**src/rtl/tid_pkg.sv**
```systemverilog
package tid_pkg;

   // Slot order inside the bank follows the secondary opcode order.
   typedef enum logic [1:0] {
      SLOT_OPEN = 2'd0,
      SLOT_UREAD = 2'd1,
      SLOT_PRIV = 2'd2,
      SLOT_NONE = 2'd3
   } slot_e;

   // Access classification produced by the permission stage.
   typedef struct packed {
      logic undef;
      logic nohit;
      logic deny;
   } acc_cls_t;

endpackage

```
**src/rtl/tid_decode.sv**
```systemverilog
module tid_decode #(
   parameter int OP1_W     = 3,
   parameter int CRN_W     = 4,
   parameter int CRM_W     = 4,
   parameter int OP2_W     = 3,
   parameter int BANK_CRN  = 13,
   parameter int HOLE_CRN  = 14,
   parameter int FIRST_OP2 = 2,
   parameter int NUM_REGS  = 3
) (
   input  logic             vld,
   input  logic [OP1_W-1:0] op1,
   input  logic [CRN_W-1:0] crn,
   input  logic [CRM_W-1:0] crm,
   input  logic [OP2_W-1:0] op2,
   output logic [NUM_REGS-1:0] slot_oh,
   output logic             hit,
   output logic             nohit,
   output logic             hole
);

   logic bank_space;

   always_comb begin
      bank_space = vld && (op1 == '0) && (int'(crn) == BANK_CRN) && (crm == '0);
      hole       = vld && (int'(crn) == HOLE_CRN);
   end

   for (genvar i = 0; i < NUM_REGS; i++) begin : g_slot
      assign slot_oh[i] = bank_space && (int'(op2) == FIRST_OP2 + i);
   end

   assign hit   = |slot_oh;
   assign nohit = bank_space && !hit;

endmodule

```
**src/rtl/tid_guard.sv**
```systemverilog
module tid_guard
   import tid_pkg::*;
#(
   parameter int NUM_REGS = 3,
   parameter logic [NUM_REGS-1:0] USER_RD_MASK = 3'b011,
   parameter logic [NUM_REGS-1:0] USER_WR_MASK = 3'b001
) (
   input  logic [NUM_REGS-1:0] slot_oh,
   input  logic                nohit,
   input  logic                hole,
   input  logic                wr,
   input  logic                priv,
   output logic [NUM_REGS-1:0] wr_en_oh,
   output logic [NUM_REGS-1:0] rd_en_oh,
   output acc_cls_t            cls
);

   logic [NUM_REGS-1:0] ok;

   for (genvar i = 0; i < NUM_REGS; i++) begin : g_perm
      logic rd_ok, wr_ok;
      assign rd_ok       = priv || USER_RD_MASK[i];
      assign wr_ok       = priv || USER_WR_MASK[i];
      assign ok[i]       = wr ? wr_ok : rd_ok;
      assign wr_en_oh[i] = slot_oh[i] && wr && ok[i];
      assign rd_en_oh[i] = slot_oh[i] && !wr && ok[i];
   end

   always_comb begin
      cls.deny  = |(slot_oh & ~ok);
      cls.undef = hole || cls.deny;
      cls.nohit = nohit;
   end

endmodule

```
**src/rtl/tid_store.sv**
```systemverilog
module tid_store #(
   parameter int DATA_W   = 32,
   parameter int NUM_REGS = 3
) (
   input  logic                       clk,
   input  logic                       rst,
   input  logic [NUM_REGS-1:0]        wr_en_oh,
   input  logic [NUM_REGS-1:0]        rd_en_oh,
   input  logic [DATA_W-1:0]          wdata,
   output logic [DATA_W-1:0]          rdata,
   output logic [NUM_REGS*DATA_W-1:0] bank_flat
);

   for (genvar i = 0; i < NUM_REGS; i++) begin : g_word
      logic [DATA_W-1:0] word_q;
      always_ff @(posedge clk) begin
         if (rst)
            word_q <= '0;
         else if (wr_en_oh[i])
            word_q <= wdata;
      end
      assign bank_flat[i*DATA_W +: DATA_W] = word_q;
   end

   // AND-OR read mux; one-hot enable, so no priority chain.
   always_comb begin
      rdata = '0;
      for (int i = 0; i < NUM_REGS; i++)
         rdata |= bank_flat[i*DATA_W +: DATA_W] & {DATA_W{rd_en_oh[i]}};
   end

endmodule

```
**src/rtl/tid_bank.sv**
```systemverilog
module tid_bank
   import tid_pkg::*;
#(
   parameter int DATA_W    = 32,
   parameter int OP1_W     = 3,
   parameter int CRN_W     = 4,
   parameter int CRM_W     = 4,
   parameter int OP2_W     = 3,
   parameter int BANK_CRN  = 13,
   parameter int HOLE_CRN  = 14,
   parameter int FIRST_OP2 = 2,
   parameter int NUM_REGS  = 3,
   parameter logic [NUM_REGS-1:0] USER_RD_MASK = 3'b011,
   parameter logic [NUM_REGS-1:0] USER_WR_MASK = 3'b001
) (
   input  logic              clk,
   input  logic              rst,
   input  logic              req_vld,
   input  logic              req_wr,
   input  logic              req_priv,
   input  logic [DATA_W-1:0] req_wdata,
   input  logic [OP1_W-1:0]  sel_op1,
   input  logic [CRN_W-1:0]  sel_crn,
   input  logic [CRM_W-1:0]  sel_crm,
   input  logic [OP2_W-1:0]  sel_op2,
   output logic [DATA_W-1:0] rsp_rdata,
   output logic              rsp_undef,
   output logic              rsp_nohit
);

   localparam int LAST_OP2 = FIRST_OP2 + NUM_REGS - 1;

   if (DATA_W < 1) begin : g_bad_width
      $error("tid_bank: DATA_W must be positive");
   end
   if (LAST_OP2 >= (1 << OP2_W)) begin : g_bad_op2
      $error("tid_bank: slot range exceeds secondary opcode field");
   end
   if (BANK_CRN == HOLE_CRN) begin : g_bad_crn
      $error("tid_bank: bank and unallocated register numbers collide");
   end
   if (BANK_CRN >= (1 << CRN_W) || HOLE_CRN >= (1 << CRN_W)) begin : g_bad_crn_w
      $error("tid_bank: register number does not fit its field");
   end

   logic [NUM_REGS-1:0]        slot_oh, wr_en_oh, rd_en_oh;
   logic                       hit, nohit, hole;
   acc_cls_t                   cls;
   logic [NUM_REGS*DATA_W-1:0] bank_flat;
   logic                       hit_unused;

   tid_decode #(
      .OP1_W(OP1_W), .CRN_W(CRN_W), .CRM_W(CRM_W), .OP2_W(OP2_W),
      .BANK_CRN(BANK_CRN), .HOLE_CRN(HOLE_CRN),
      .FIRST_OP2(FIRST_OP2), .NUM_REGS(NUM_REGS)
   ) u_decode (
      .vld(req_vld), .op1(sel_op1), .crn(sel_crn), .crm(sel_crm), .op2(sel_op2),
      .slot_oh(slot_oh), .hit(hit), .nohit(nohit), .hole(hole)
   );

   assign hit_unused = hit;

   tid_guard #(
      .NUM_REGS(NUM_REGS), .USER_RD_MASK(USER_RD_MASK), .USER_WR_MASK(USER_WR_MASK)
   ) u_guard (
      .slot_oh(slot_oh), .nohit(nohit), .hole(hole),
      .wr(req_wr), .priv(req_priv),
      .wr_en_oh(wr_en_oh), .rd_en_oh(rd_en_oh), .cls(cls)
   );

   tid_store #(
      .DATA_W(DATA_W), .NUM_REGS(NUM_REGS)
   ) u_store (
      .clk(clk), .rst(rst),
      .wr_en_oh(wr_en_oh), .rd_en_oh(rd_en_oh), .wdata(req_wdata),
      .rdata(rsp_rdata), .bank_flat(bank_flat)
   );

   assign rsp_undef = cls.undef;
   assign rsp_nohit = cls.nohit && !hit_unused;

endmodule

```
**config.mk**
```make
export PLATFORM = sky130hd
export DESIGN_NAME = tid_bank
export DESIGN_NICKNAME = d
export VERILOG_FILES = /design/src/rtl/tid_pkg.sv /design/src/rtl/tid_decode.sv /design/src/rtl/tid_guard.sv /design/src/rtl/tid_store.sv /design/src/rtl/tid_bank.sv
export SDC_FILE = /design/constraint.sdc
export NUM_CORES = 1
export LEC_CHECK = 0
export BUFFER_PORTS_ARGS = -buffer_cell sky130_fd_sc_hd__buf_2
export CORE_MARGIN = 8
export CORE_UTILIZATION = 56
export DETAILED_ROUTE_END_ITERATION = 10
export PLACE_DENSITY = 0.8
export RECOVER_POWER = 100
export SETUP_SLACK_MARGIN = 0.5
export SYNTH_ARGS = -nofsm -noshare
export SYNTH_HDL_FRONTEND = slang
export SYNTH_SLANG_ARGS = --single-unit
```
**constraint.sdc**
```tcl
create_clock -name clk -period 1.9 [get_ports clk]
set_clock_uncertainty 0.1 [all_clocks]
set_input_delay 0.095 -clock clk [delete_from_list [all_inputs] [get_ports clk]]
set_output_delay 0.095 -clock clk [all_outputs]
set_load 0.03 [all_outputs]
```
======== Yosys cells after proc, flatten, opt, wreduce, memory -nomap -nowiden ========
Cells that the tools add are included.
cells by class
  eq/ne operators ......................... 5
  reduce and logical (&&, ||, !) cells .... 26
  mux-type cells .......................... 1
  bitwise logic cells ..................... 7
operator list
  operator            number
  $and 32x32->32      3
  $or 32x32->32       2
  $logic_and 1x1->1   19
  $eq 3x3->1 const B  3
  $reduce_or 3->1     2
  $eq 4x2->1 const B  1
  $eq 4x3->1 const B  1
  $logic_not 4->1     1
  $and 3x3->3         1
  $logic_not 3->1     1
  $not 3->3           1
  $logic_not 1->1     2
  $logic_or 1x1->1    1
  $mux 1              1
storage, ports and cells
  output and inout bits ................... 34
  logic and storage cells ................. 42
  register bits after elaboration ......... 96
  input bits .............................. 51

======== Logic depth before layout (Yosys ltp) ========
  depth after elaboration ................. 10
  mapped depth ............................ 6
  depth with buffers taken out ............ 4

======== Hierarchy ========
Synthesis repeated with hierarchy kept, for this count alone.
unflattened totals
  cells, all modules ...................... 411
  area, all modules ....................... 4,091.4 um^2
modules (own cells, without submodules)
  module      instances  area an instance (um^2)  cells an instance  sequential area each (um^2)
  tid_store   1          3,911.3                  384                1,921.8
  tid_decode  1          96.3                     15                 0.0
  tid_guard   1          70.1                     11                 0.0
  tid_bank    1          13.8                     1                  0.0

======== Least setup slack after synthesis ========
No wires, ideal clock.
  path type ............................... input -> output
  start point ............................. input port sel_crm[1]
  end point ............................... output port rsp_undef
  data arrival time ....................... 1.588 ns
  stages on the path ...................... 4
  required time ........................... 1.705 ns
  path slack .............................. 0.117 ns
  cell sequence ........................... nor4b_4 nand4_2 clkbuf_1 o31ai_1
on the way
  cells in the longest elaborated chain, start to end .. 6
  elaborated cells between the ends (all ways) .. 8
ends and longest elaborated chain
  item                   line              RTL
  start: declaration     tid_bank.sv:24    input logic [CRM_W-1:0] sel_crm,
  $logic_not 4->1 (*)    tid_decode.sv:25  bank_space = vld && (op1 == '0) && (int'(crn) == BANK_CRN) && (crm == '0);
  $logic_and 1x1->1 (*)  tid_decode.sv:25
  $logic_and 1x1->1      tid_decode.sv:30  assign slot_oh[i] = bank_space && (int'(op2) == FIRST_OP2 + i);
  $and 3x3->3 (*)        tid_guard.sv:30   cls.deny = |(slot_oh & ~ok);
  $reduce_or 3->1 (*)    tid_guard.sv:30
  $logic_or 1x1->1 (*)   tid_guard.sv:31   cls.undef = hole || cls.deny;
  end: declaration       tid_bank.sv:27    output logic rsp_undef,
Every way passes the cells marked *; elsewhere a longest branch is shown, timed or not.

======== Final worst setup path ========
  start point ............................. input port sel_crm[1]
  end point ............................... output port rsp_rdata[16]
on the way
  cells in the longest elaborated chain, start to end .. 8
  elaborated cells between the ends (all ways) .. 15
ends and longest elaborated chain
  item                             line              RTL
  $logic_not 4->1 (*)              tid_decode.sv:25
  $logic_and 1x1->1 (*)            tid_decode.sv:25
  $logic_and 1x1->1                tid_decode.sv:30
  $logic_and 1x1->1 (2 in series)  tid_guard.sv:26   assign rd_en_oh[i] = slot_oh[i] && !wr && ok[i];
  $and 32x32->32                   tid_store.sv:29   rdata |= bank_flat[i*DATA_W +: DATA_W] & {DATA_W{rd_en_oh[i]}};
  $or 32x32->32                    tid_store.sv:29
  $or 32x32->32 (*)                tid_store.sv:29
  end: declaration                 tid_bank.sv:26    output logic [DATA_W-1:0] rsp_rdata,
Marks and branches as above.

==> impl_metrics.tcl <==
set metrics [dict create \
    status "completed" \
    crit_fanout 28 \
    rows 33 \
    grt_pass1_wl_mm 23.4 \
    grt_max_degree 64 \
    endpoint_kind "output pin" \
    syn_area_um2 4680 \
    grt_overflow_total 0 \
    cts_tree "built" \
    switching_share_pct 21.9 \
    powerDensity_nw_per_um2 624 \
    critPathArrivalTime_ps 1700 \
    hold_viol 0 \
    ir_worst_vdd_mv 0.432 \
    post_dp_cell_area_um2 5340 \
    timing.slew.headroom_pct 71.9 \
    ys.flop_type "dfxtp_1" \
    p_int_mw 3.06 \
    cts-root-buf "clkbuf_8" \
    slowest_stage "nor4b_1" \
    ctsHtreeMaxLevel 3 \
    reg.largest.list "u_store.g_word.word_q: 96 flops" \
    p_switching_mw 0.859 \
    crit_path_start_kind "input pin" \
    fin_util_pct 76.8 \
    p_seq_share_pct 51.3 \
    drt_iter0_markers 355 \
    slew_viol_final 0 \
    yosysUniqueCellTypes 26 \
    clk_pin_slew_worst_paths_ps 100 \
    clock_sink_count 96 \
    total_power_mw 3.92 \
    drt_drc_violations_left 0 \
    drive_gt1_share_pct 31.4 \
    crit_path_max_incr_delay_ps 390 \
    largest_reg_flops 96 \
    ys_warn_count 0 \
    die_height_um 107 \
    cts_buffers 9 \
    ys_seq_elements 96 \
    fin_crit_sh_pct 99.6 \
    cts_buffer_depth 2 \
    cpMostUsedCell "buf_6" \
    path_class "in -> out" \
    crit_family "simple AND/OR/NAND/NOR gates" \
    die-area_um2 11500 \
    n_antenna_cell 0 \
    grt_pass1_vias 4557 \
    synth_edf_count 0 \
    cp.buffers_inverters 4 \
    core_um2 8180 \
    wl_per_cell_um 20.5 \
    place_hpwl_mm 8.42 \
    ios 85 \
    hold_class "in -> reg" \
    syn_avg_cell_area_um2 8.96 \
    grtUsageTotal_pct 24.7 \
    start_util_pct 57.3 \
    ys_seq_area_share_pct 41.0 \
    area_growth_pct 33.9 \
    antenna_found_initial 0 \
    vias_per_cell 6.21 \
    place.gp.congestion 0.763 \
    setup_tns_ps 0 \
    async_flop_share_pct 0 \
    cellLeakagePower_nw 2.49 \
    ys_top_cells_by_area "dfxtp_1, o21ai_0, nor2b_1, nand2b_1, a221o_1" \
    timing.final.crit_period_ps 1890 \
    maxCapViolCount 0 \
    first_pass_iters 4 \
    worstPathRequired_ps 1700 \
    largest-register "u_store.g_word.word_q" \
    yosysTopAreaCell "dfxtp_1" \
    power_frac_comb_pct 7.8 \
    routed_wl_mm 15.2 \
    setup_viol 0 \
    portBuffers 84 \
    crit_chain "buf_6 -> nor4b_4 -> nand4_1 -> buf_6 -> buf_12 -> nor4b_1 -> a221o_2 -> buf_6" \
    fin_cells 738 \
    syn-instance-count 523 \
    design_area_um2 6270 \
    power.share.clock_pct 40.8 \
    rsz0062_at_grt "true" \
    synthTopCellsByCount "dfxtp_1, o21ai_0, nor2b_1" \
    final_antenna_net_count 0 \
    tightest_slew_ps 416 \
    placedCellCount 685 \
    dr_total_vias 4581 \
    die_x_um 107 \
    synth_nets 574 \
    yosysMostFrequentCell "dfxtp_1" \
    insertion_delay_ps 350 \
    layout.nets 680 \
    yosysTopAreaCellShare_pct 41.0 \
    max_freq_mhz 529 \
]
==> area by class of cell <==
type / instances / area [µm²]
multi-input combinational: 372 / 2780
sequential: 96 / 1920
fill: 566 / 1900
timing repair buffer: 150 / 1200
clock buffer: 12 / 145
tap: 105 / 131
clock inverter: 3 / 90.1
==> metal layers <==
layer  up-vias  part of all wire [%]  GRT usage [%]
met5         -                     0              0
met3        39                   7.5           5.03
met1      2235                    41           30.8
li1       2093                     -              -
met2       214                    49           41.1
met4         0                   2.5           9.02
==> cells by family (layout without fill, tap and decap cells) <==
| family | after synthesis | after routing | share of synthesized area [%] |
|---|---|---|---|
| and+or+nand+nor | 178 | 178 | 26.2 |
| AOI/OAI and AO/OA | 162 | 162 | 20.8 |
| DFF | 96 | 96 | 41.0 |
| buffers and inverters | 55 | 165 | 5.13 |
| muxes | 32 | 32 | 6.84 |
==> placed cells by master (no fill, tap or decap), types with 2 or more instances in the layout <==
| cell type | synthesis | routed |
|---|---|---|
| nor3b_4 | 0 | 2 |
| mux2i_2 | 0 | 2 |
| nand2b_1 | 64 | 64 |
| buf_6 | 3 | 21 |
| clkbuf_1 | 43 | 4 |
| nor4b_2 | 0 | 25 |
| mux2i_1 | 32 | 30 |
| o21ai_2 | 0 | 2 |
| a221o_2 | 0 | 32 |
| nor2b_1 | 65 | 65 |
| buf_12 | 0 | 3 |
| buf_2 | 9 | 47 |
| clkbuf_2 | 0 | 9 |
| o21ai_0 | 90 | 118 |
| dfxtp_1 | 96 | 96 |
| nor4b_1 | 33 | 8 |
| dlygate4sd3_1 | 0 | 32 |
| clkbuf_8 | 0 | 10 |
| buf_4 | 0 | 34 |
| bufinv_16 | 0 | 3 |
| o21ai_1 | 38 | 8 |
| or2_0 | 0 | 2 |
==> path summary, 6_finish.rpt <==
| path | start | to | slack, ps | depth (start not counted) |
|---|---|---|---|---|
| setup reg to reg | u_store.g_word[2].word_q[18] | u_store.g_word[2].word_q[18] | 890 | 3 |
| hold / removal | rst | u_store.g_word[1].word_q[8] | 190 | 4 |
| setup / recovery | sel_crm[1] | rsp_rdata[16] | 8 | 8 |
| hold reg to reg | u_store.g_word[0].word_q[5] | u_store.g_word[0].word_q[5] | 380 | 2 |
==> worst register-to-register path: stages (launching register included) <==
cell and delay (ps):
dfxtp_1 310, nor2b_1 130, o21ai_0 130, o21ai_0 190
==> power by group through the flow <==
stage | sequential [mW] | clock (mW) | combinational [mW]
final | 2.01 | 1.60 | 0.307
after global placement | 2.06 | 0 | 0.231
after global routing | 2.01 | 1.70 | 0.325
after detailed placement | 2.06 | 0 | 0.235
after floorplan | 2.06 | 0 | 0.121
after CTS | 2.01 | 1.60 | 0.299
==> metrics by stage <==
step,setup slack [ps],hold slack (ps)
6_report,8.06,189
5_1_grt,-74.5,228
4_1_cts,71.3,179
3_5_place_dp,-222,299
3_3_place_gp,-70.9,287
2_1_floorplan,307,179
==> repair_timing <==
item / CTS / global route
setup buffers: 2 / 0
endpoints found under the setup margin: 129 / 130
endpoints found under the hold margin: 90 / 0
pin swaps: 15 / 4
gates cloned: 2 / 2
gates resized for setup: 91 / 59
hold buffers: 32 / 0
No activity file was read; power rests on OpenSTA's default activity.
